**src/rtl/irq_pkg.sv**
```systemverilog
package irq_pkg;
  localparam int unsigned NUM_GP_PINS = 8;
  localparam int unsigned NUM_PERIPH  = 19;
  localparam int unsigned NUM_SRC     = 1 + NUM_GP_PINS + NUM_PERIPH;
  localparam int unsigned SRC_ID_W    = $clog2(NUM_SRC);
  localparam int unsigned LVL_W       = 3;

  typedef logic [SRC_ID_W-1:0] srcId_t;
  typedef logic [LVL_W-1:0]    level_t;

  // strobes from control to datapath
  typedef struct packed {
    logic   clrWin;   // clear pending flag of clrIdx
    srcId_t clrIdx;
    logic   clrFast;  // clear pending flag of the fast source
  } ctlStb_t;
endpackage

```
**src/rtl/irq_dp.sv**
```systemverilog
module irq_dp
  import irq_pkg::*;
#(
  parameter int unsigned SYNC_STAGES = 2
) (
  input  logic                   clk,
  input  logic                   rstN,
  input  logic [NUM_GP_PINS:0]   pinN,       // bit 0 is the fast pin
  input  logic [NUM_PERIPH-1:0]  periphReq,
  input  logic                   cfgWr,
  input  srcId_t                 cfgSel,
  input  level_t                 cfgLevel,
  input  ctlStb_t                stb,
  output logic                   winValid,
  output srcId_t                 winIdx,
  output level_t                 winLevel,
  output logic                   fastReq
);
  localparam int unsigned NUM_PINS = NUM_GP_PINS + 1;

  logic [NUM_PINS-1:0]   syncQ [SYNC_STAGES];
  logic [NUM_PINS-1:0]   pinPrev;
  logic [NUM_PINS-1:0]   pinFall;
  logic [NUM_PERIPH-1:0] periphPrev;
  logic [NUM_PERIPH-1:0] periphRise;
  logic [NUM_SRC-1:0]    setVec;
  logic [NUM_SRC-1:0]    clrVec;
  logic [NUM_SRC-1:0]    pending;
  level_t                lvlTab [NUM_SRC];

  // synchronizer chain for the asynchronous pins, idle high
  always_ff @(posedge clk) begin
    if (!rstN) begin
      for (int s = 0; s < SYNC_STAGES; s++) syncQ[s] <= '1;
      pinPrev <= '1;
    end else begin
      syncQ[0] <= pinN;
      for (int s = 1; s < SYNC_STAGES; s++) syncQ[s] <= syncQ[s-1];
      pinPrev <= syncQ[SYNC_STAGES-1];
    end
  end

  always_ff @(posedge clk) begin
    if (!rstN) periphPrev <= '0;
    else       periphPrev <= periphReq;
  end

  assign pinFall    = pinPrev & ~syncQ[SYNC_STAGES-1];
  assign periphRise = periphReq & ~periphPrev;
  assign setVec     = {periphRise, pinFall};

  always_comb begin
    for (int i = 0; i < NUM_SRC; i++) begin
      clrVec[i] = stb.clrWin && (stb.clrIdx == SRC_ID_W'(i));
    end
    if (stb.clrFast) clrVec[0] = 1'b1;
  end

  // a fresh event beats a clear in the same cycle
  always_ff @(posedge clk) begin
    if (!rstN) pending <= '0;
    else       pending <= (pending & ~clrVec) | setVec;
  end

  generate
    for (genvar g = 0; g < NUM_SRC; g++) begin : gLvl
      always_ff @(posedge clk) begin
        if (!rstN)
          lvlTab[g] <= '0;
        else if (cfgWr && cfgSel == SRC_ID_W'(g))
          lvlTab[g] <= cfgLevel;
      end
    end
  endgenerate

  // resolver: highest level, lowest number on ties; source 0 excluded
  always_comb begin
    winLevel = '0;
    winIdx   = '0;
    for (int i = NUM_SRC - 1; i >= 1; i--) begin
      if (pending[i] && lvlTab[i] != '0 && lvlTab[i] >= winLevel) begin
        winLevel = lvlTab[i];
        winIdx   = SRC_ID_W'(i);
      end
    end
    winValid = (winLevel != '0);
  end

  assign fastReq = pending[0] && (lvlTab[0] != '0);
endmodule

```
**src/rtl/irq_ctl.sv**
```systemverilog
module irq_ctl
  import irq_pkg::*;
#(
  parameter int unsigned STACK_DEPTH = 8
) (
  input  logic    clk,
  input  logic    rstN,
  input  logic    ackStb,
  input  logic    eoiStb,
  input  logic    fastAck,
  input  logic    winValid,
  input  srcId_t  winIdx,
  input  level_t  winLevel,
  output ctlStb_t stb,
  output logic    irqReq,
  output level_t  curLevel
);
  localparam int unsigned PTR_W = $clog2(STACK_DEPTH + 1);
  localparam int unsigned IDX_W = (STACK_DEPTH > 1) ? $clog2(STACK_DEPTH) : 1;

  level_t           lvlStack [STACK_DEPTH];
  logic [PTR_W-1:0] stackPtr;
  logic [PTR_W-1:0] ptrM1;
  logic             stackFull;
  logic             stackEmpty;
  logic             doAck;
  logic             doEoi;

  assign stackFull  = (stackPtr == PTR_W'(STACK_DEPTH));
  assign stackEmpty = (stackPtr == '0);
  assign ptrM1      = stackPtr - PTR_W'(1);

  assign irqReq = winValid && (winLevel > curLevel);
  assign doAck  = ackStb && irqReq && !stackFull;
  assign doEoi  = eoiStb && !doAck && !stackEmpty;

  always_comb begin
    stb.clrWin  = doAck;
    stb.clrIdx  = winIdx;
    stb.clrFast = fastAck;
  end

  always_ff @(posedge clk) begin
    if (!rstN) begin
      stackPtr <= '0;
      curLevel <= '0;
      for (int d = 0; d < STACK_DEPTH; d++) lvlStack[d] <= '0;
    end else if (doAck) begin
      lvlStack[stackPtr[IDX_W-1:0]] <= curLevel;
      stackPtr <= stackPtr + PTR_W'(1);
      curLevel <= winLevel;
    end else if (doEoi) begin
      curLevel <= lvlStack[ptrM1[IDX_W-1:0]];
      stackPtr <= ptrM1;
    end
  end
endmodule

```
**src/rtl/prio_irq_ctrl.sv**
```systemverilog
module prio_irq_ctrl
  import irq_pkg::*;
#(
  parameter int unsigned SYNC_STAGES = 2,
  parameter int unsigned STACK_DEPTH = 8
) (
  input  logic                  clk,
  input  logic                  rstN,
  input  logic                  fastPinN,
  input  logic [NUM_GP_PINS-1:0] gpPinN,
  input  logic [NUM_PERIPH-1:0] periphReq,
  input  logic                  cfgWr,
  input  logic [SRC_ID_W-1:0]   cfgSel,
  input  logic [LVL_W-1:0]      cfgLevel,
  input  logic                  ackStb,
  input  logic                  eoiStb,
  input  logic                  fastAck,
  output logic                  irqReq,
  output logic                  fiqReq,
  output logic [SRC_ID_W-1:0]   intNum,
  output logic [LVL_W-1:0]      curLevel
);
  ctlStb_t stb;
  logic    winValid;
  srcId_t  winIdx;
  level_t  winLevel;

  irq_dp #(.SYNC_STAGES(SYNC_STAGES)) i_dp (
    .clk(clk), .rstN(rstN),
    .pinN({gpPinN, fastPinN}),
    .periphReq(periphReq),
    .cfgWr(cfgWr), .cfgSel(cfgSel), .cfgLevel(cfgLevel),
    .stb(stb),
    .winValid(winValid), .winIdx(winIdx), .winLevel(winLevel),
    .fastReq(fiqReq)
  );

  irq_ctl #(.STACK_DEPTH(STACK_DEPTH)) i_ctl (
    .clk(clk), .rstN(rstN),
    .ackStb(ackStb), .eoiStb(eoiStb), .fastAck(fastAck),
    .winValid(winValid), .winIdx(winIdx), .winLevel(winLevel),
    .stb(stb), .irqReq(irqReq), .curLevel(curLevel)
  );

  assign intNum = winIdx;
endmodule

```
**config.mk**
```make
export PLATFORM = sky130hd
export DESIGN_NAME = prio_irq_ctrl
export DESIGN_NICKNAME = d
export VERILOG_FILES = /design/src/rtl/irq_pkg.sv /design/src/rtl/irq_dp.sv /design/src/rtl/irq_ctl.sv /design/src/rtl/prio_irq_ctrl.sv
export SDC_FILE = /design/constraint.sdc
export NUM_CORES = 1
export LEC_CHECK = 0
export CORE_MARGIN = 2
export CORE_UTILIZATION = 25
export DETAILED_ROUTE_END_ITERATION = 10
export DONT_BUFFER_PORTS = 1
export PLACE_DENSITY = 0.48
export SYNTH_ARGS = -nofsm -noshare
export SYNTH_HDL_FRONTEND = slang
export SYNTH_SLANG_ARGS = --single-unit
```
**constraint.sdc**
```tcl
create_clock -name clk -period 64.4 [get_ports clk]
set_input_delay 9.66 -clock clk [delete_from_list [all_inputs] [get_ports clk]]
set_output_delay 9.66 -clock clk [all_outputs]
set_load 0.05 [all_outputs]
```
==> results of run 1 <==
## power by group
group | internal (uW) | switching (uW)
Clock | 53.9 | 48.7
Combinational | 62.8 | 116
Sequential | 137 | 14.2
Total | 254 | 179
## final cells by class
type                            count  area [um2]
Fill cell                        5005       34500
Multi-Input combinational cell   1044        6770
Sequential cell                   189        4860
Tap cell                          615         769
Clock buffer                       22         444
Inverter                           63         236
Clock inverter                     10         106
Timing Repair Buffer                5        37.5
## state kept, by name (all words and copies together), names as in the netlist
name,flops
i_ctl.curLevel,3
i_dp.periphPrev,19
i_ctl.lvlStack,24
i_ctl.stackPtr,4
i_dp.lvlTab,84
i_dp.syncQ,18
i_dp.pinPrev,9
i_dp.pending,28
## cell families (layout without fill, tap and decap cells)
family / Yosys count / in the layout / synth area share
xor gates and xnor gates: 2 / 2 / 0.00145
and+or+nand+nor: 570 / 570 / 0.249
DFF: 189 / 189 / 0.403
adders and majority gates: 50 / 50 / 0.0496
AOI/OAI and AO/OA: 402 / 402 / 0.238
buffers and inverters: 109 / 100 / 0.0359
muxes: 20 / 20 / 0.0234
## worst max path at each step
stage	startpoint	end	slack (ps)	depth (start not counted)
after CTS	i_dp.pending[27]	irqReq	11760	198
after global routing	i_dp.pending[27]	irqReq	7440	199
after detailed placement	i_dp.pending[27]	irqReq	12450	198
final	i_dp.pending[27]	irqReq	11570	197
after floorplan	i_dp.lvlTab[1][32]	irqReq	17340	195
after global placement	i_dp.pending[27]	irqReq	13220	199
## per-layer routing
metal / routed length, um / GRT usage / vias to the layer above
met5: 0 / 0 / -
met4: 665 / 0.0465 / 0
met3: 1410 / 0.0235 / 24
met2: 16000 / 0.229 / 182
met1: 17400 / 0.197 / 4730
li1: - / - / 4951
## cell usage in the layout, fill, tap and decap left out, drive strengths merged, types with 39 or more instances in the layout
master | Yosys | routed
nor2 | 95 | 95
ha | 39 | 39
nand2 | 123 | 123
dfxtp | 81 | 81
a21oi | 68 | 68
edfxtp | 108 | 108
o21ai | 106 | 106
and2 | 55 | 55
and3 | 102 | 102
nand2b | 90 | 90
inv | 63 | 66
## critical path: cells and delay by family (launching register included)
family / cells / cell delay (ps)
compound gates: 88 / 20380
simple gates: 64 / 9950
fa+ha+maj: 30 / 8330
mux: 8 / 3000
buf+inv: 7 / 660
flops: 1 / 390
## per-stage QoR
step / total power, uW / hold slack [ps] / cell area (um2) / cells / util
2_1_floorplan: 285 / 386 / 12100 / 1342 / -
3_3_place_gp: 331 / 393 / 12700 / 1916 / 0.266
3_5_place_dp: 332 / 393 / 12700 / 1916 / 0.266
4_1_cts: 436 / 409 / 13200 / 1948 / 0.277
5_1_grt: 461 / 422 / 13200 / 1948 / 0.277
6_report: 433 / 409 / 13200 / 1948 / 0.277
==> results_dict.tcl, run 1 <==
set metrics [dict create \
    initial_utilization 0.253 \
    yosys_warnings 0 \
    crit_slowest_cell "a31oi_1" \
    finalNetCount 1401 \
    htree_levels 4 \
    hold_depth 1 \
    gp_congestion 0.877 \
    worst-r2r-cell-count 200 \
    cp.arrival_ps 43170 \
    synthArstFlopShare 0 \
    worstReg2RegEnd "i_dp.pending[16]" \
    start_kind "flop" \
    viasPerCell 5.08 \
    drt-wirelength-per-cell_um 18.2 \
    cap_violations 0 \
    ir_drop_mv 0.0296 \
    crit_fanout 7 \
    syn_area_um2 12100 \
    dp_slack_ps 12450 \
    fmax_ghz 0.0189 \
    synthFlopType "edfxtp_1" \
    worst_slack_ps 11570 \
    yosysMostFrequentCell "nand2_1" \
    area_growth_pct 9.62 \
    yosysSeqAreaShare 0.403 \
    grt_pass1_wl_um 55600 \
    synth_area_leader_cell "edfxtp_1" \
    critPathKind "reg2out" \
    postRouteAntennaNets 0 \
    antennaDiodeCount 0 \
    finClkSkew_ps 14.5 \
    cp_common_cell "ha_1" \
    synth_top_area_frac 0.269 \
    ys_types 94 \
    min_period_ps 52830 \
    rsz0062_at_grt "no" \
    cts.clk_slew.worst_paths_ps 70 \
    hp-class "reg2reg" \
    grt_use_total 0.143 \
    hold_path_end "i_dp.syncQ[0][16]" \
    slew_viol_final 0 \
    grt_remaining_overflow 0 \
    clkSinkCount 189 \
    clock_path_buffers 2 \
    min_period_over_period 0.820 \
    grt_pass1_vias 9543 \
    r2r-start "i_dp.pending[27]" \
    ios 52 \
    fp.dieArea_um2 50100 \
    layout-drive-gt1-share 0.0690 \
    setup_viol 0 \
    ctsResizeCount 0 \
    clk_latency_ps 460 \
    final.setup.tns_ps 0 \
    max_stage_delay_ps 900 \
    cts_tree "done" \
    dpl.hpwl_um 26900 \
    cellLeakagePower_uw 0.00514 \
    wl_um 35400 \
    core_area_um2 47700 \
    synth_edf_count 108 \
    rows 80 \
    root_buffer "clkbuf_16" \
    via_count 9887 \
    syn_inst 1342 \
    end_kind "output port" \
    die_w_um 224 \
    syn_area_per_cell_um2 9.00 \
    synth_common_cells "nand2_1 (123), edfxtp_1 (108), and3_1 (102), nor2_1 (95), o21ai_0 (91)" \
    post_cts_buffers 0 \
    numPortBuffers 0 \
    powerDensity_nw_per_um2 32.7 \
    max_slew_margin 0.189 \
    syn_nets 1423 \
    dr.pass1.iters 5 \
    tightestPinTransition_ps 1210 \
    r2r_slack_ps 20610 \
    worst_ep_required_time_ps 54740 \
    antenna_found_initial 1 \
    ys_seq_elements 189 \
    cts_hold_buf 0 \
    hold_viol 0 \
    drc 0 \
    grt_max_degree 107 \
    hp-start "i_dp.syncQ[0][7]" \
    die_h_um 224 \
    first_iter_violations 718 \
    cts_buffers 17 \
    outcome "finished, final reports clean" \
    ys_top_cells_by_area "edfxtp_1 (27%), dfxtp_1 (13%), and3_1 (5.3%)" \
]
Note: power is estimated with default switching activity, not from simulation.
==> inputs of run 2 (changes only) <==
PLACE_DENSITY = 0.5   (was 0.48)
clock period = 43.5 ns   (was 64.4 ns; I/O delays follow)
==> run 2 against run 1 <==
Clock skew shrank 1.3 ps. Setup slack got worse by 10000 ps. Sequential share of layout area fell by 6.5 points. Total power rose by 85%. Flip-flop and latch count unchanged. Via count up 11%. Die area stayed put. Non-clock buffer count rose by 219. Critical path type unchanged. Critical endpoint unchanged.
==> results_dict.tcl, run 2 (synthesis gave the netlist of run 1 again) <==
set metrics [dict create \
    tightestPinTransition_ps 1170 \
    clkSinkCount 189 \
    layout-drive-gt1-share 0.304 \
    min_period_ps 42180 \
    cellLeakagePower_uw 0.00654 \
    max_stage_delay_ps 500 \
    grt_remaining_overflow 0 \
    cts_tree "done" \
    gp_congestion 0.841 \
    dpl.hpwl_um 27800 \
    largest_register_ffs 84 \
    fillers 4801 \
    fin_cells 2167 \
    cp_top_family "compound AO/OA/AOI/OAI gates" \
    cp.arrival_ps 35650 \
    dr.pass1.iters 5 \
    setup_viol 0 \
    slew_viol_final 0 \
    worst-r2r-cell-count 209 \
    grt_max_degree 107 \
    r2r-start "i_dp.lvlTab[1][33]" \
    worst_ep_required_time_ps 36970 \
    drt-wirelength-per-cell_um 17.6 \
    cap_violations 0 \
    area_growth_pct 33.2 \
    r2r_slack_ps 6320 \
    via_count 11000 \
    end_kind "output port" \
    drc 0 \
    first_iter_violations 578 \
    hp-class "reg2reg" \
    die_h_um 224 \
    totalPowerFinal_uw 803 \
    antennaDiodeCount 0 \
    crit_fanout 5 \
    hp-start "i_dp.syncQ[0][5]" \
    rows 80 \
    die_w_um 224 \
    grt_use_total 0.148 \
    viasPerCell 5.08 \
    min_period_over_period 0.970 \
    cp_common_cell "nand2b_4" \
    ios 52 \
    worstReg2RegEnd "i_dp.pending[16]" \
    ir_drop_mv 0.0720 \
    cts_buffers 17 \
    postRouteAntennaNets 0 \
    outcome "finished, final reports clean" \
    finish.utilization 0.337 \
    max_slew_margin 0.211 \
    htree_levels 4 \
    hold_depth 1 \
    largest-register "i_dp.lvlTab" \
    placedCellCount 2070 \
    crit_slowest_cell "or4b_4" \
    antenna_found_initial 0 \
    biggestRegsByFlops "i_dp.lvlTab (84), i_dp.pending (28), i_ctl.lvlStack (24)" \
    hold_path_end "i_dp.syncQ[0][14]" \
    root_buffer "clkbuf_16" \
    cts.clk_slew.worst_paths_ps 70 \
    grt_pass1_wl_um 58000 \
    clk_latency_ps 460 \
    initial_utilization 0.253 \
    final_cell_mix "buf_4 (221), nand2_1 (111), edfxtp_1 (108)" \
    fp.dieArea_um2 50100 \
    critPathKind "reg2out" \
    clock_path_buffers 2 \
    finClkSkew_ps 13.2 \
    powerDensity_nw_per_um2 49.9 \
    final.setup.tns_ps 0 \
    numPortBuffers 0 \
    mostFrequentLayoutCell "buf_4" \
    path_buf_inv 16 \
    core_area_um2 47700 \
    start_kind "flop" \
    wl_um 38200 \
    finalNetCount 1620 \
    grt_pass1_vias 10400 \
    fmax_ghz 0.0237 \
    hold_viol 0 \
]
-- run 2: cell count changes in the layout (fill, tap and decap cells not counted), sizes merged --
cell      before  now
clkinv         2    6
clkbuf        22   19
bufinv         1    0
inv           66   70
buf            5  224
clkinvlp       4    0
-- run 2: per-stage QoR --
step                hold slack, ps  cell area (um2)  setup WS [ps]
global placement               392            13900          -1410
global route                   434            16100           -347
CTS                            412            15000           31.6
detailed placement             396            13900          -1820
floorplan                      386            12100           35.3
finish                         410            16100           1320
-- run 2: worst max-delay path by stage --
stage	depth (start not counted)	start	slack (ps)	endpoint
final	204	i_dp.lvlTab[1][33]	1320	irqReq
after CTS	201	i_dp.lvlTab[1][33]	30	irqReq
after floorplan	195	i_dp.lvlTab[1][32]	40	irqReq
after global placement	197	i_dp.pending[27]	-1410	irqReq
after global routing	204	i_dp.lvlTab[1][33]	-350	irqReq
after detailed placement	198	i_dp.pending[27]	-1820	irqReq
-- run 2: what timing repair did --
item / 4_1_cts / 5_1_grt
endpoints found under the setup margin: 6 / 6
hold buffers: 0 / 0
pin swaps: 36 / 123
resized for setup: 80 / 142
buffers inserted: 28 / 39
-- run 2: power breakdown --
part           total (uW)  internal, uW  switching (uW)  leakage, uW
registers             224           203            21.8      0.00172
clock network         157          78.7            78.1     0.000287
logic                 421           203             218      0.00453
-- run 2: layer usage --
metal	routed length, um	up-vias	track usage
met5	0	-	0
met4	533	0	0.0394
met3	1580	31	0.0215
met2	18300	251	0.244
met1	17700	5324	0.204
li1	-	5396	-
-- run 2: cell type report --
type	count	area, um2	area share
Sequential cell	189	4870	0.303
Timing Repair Buffer	224	1700	0.106
Inverter	63	236	0.0147
Clock buffer	19	453	0.0282
Tap cell	615	769	0.0479
Multi-Input combinational cell	1044	7930	0.493
Clock inverter	13	124	0.00770
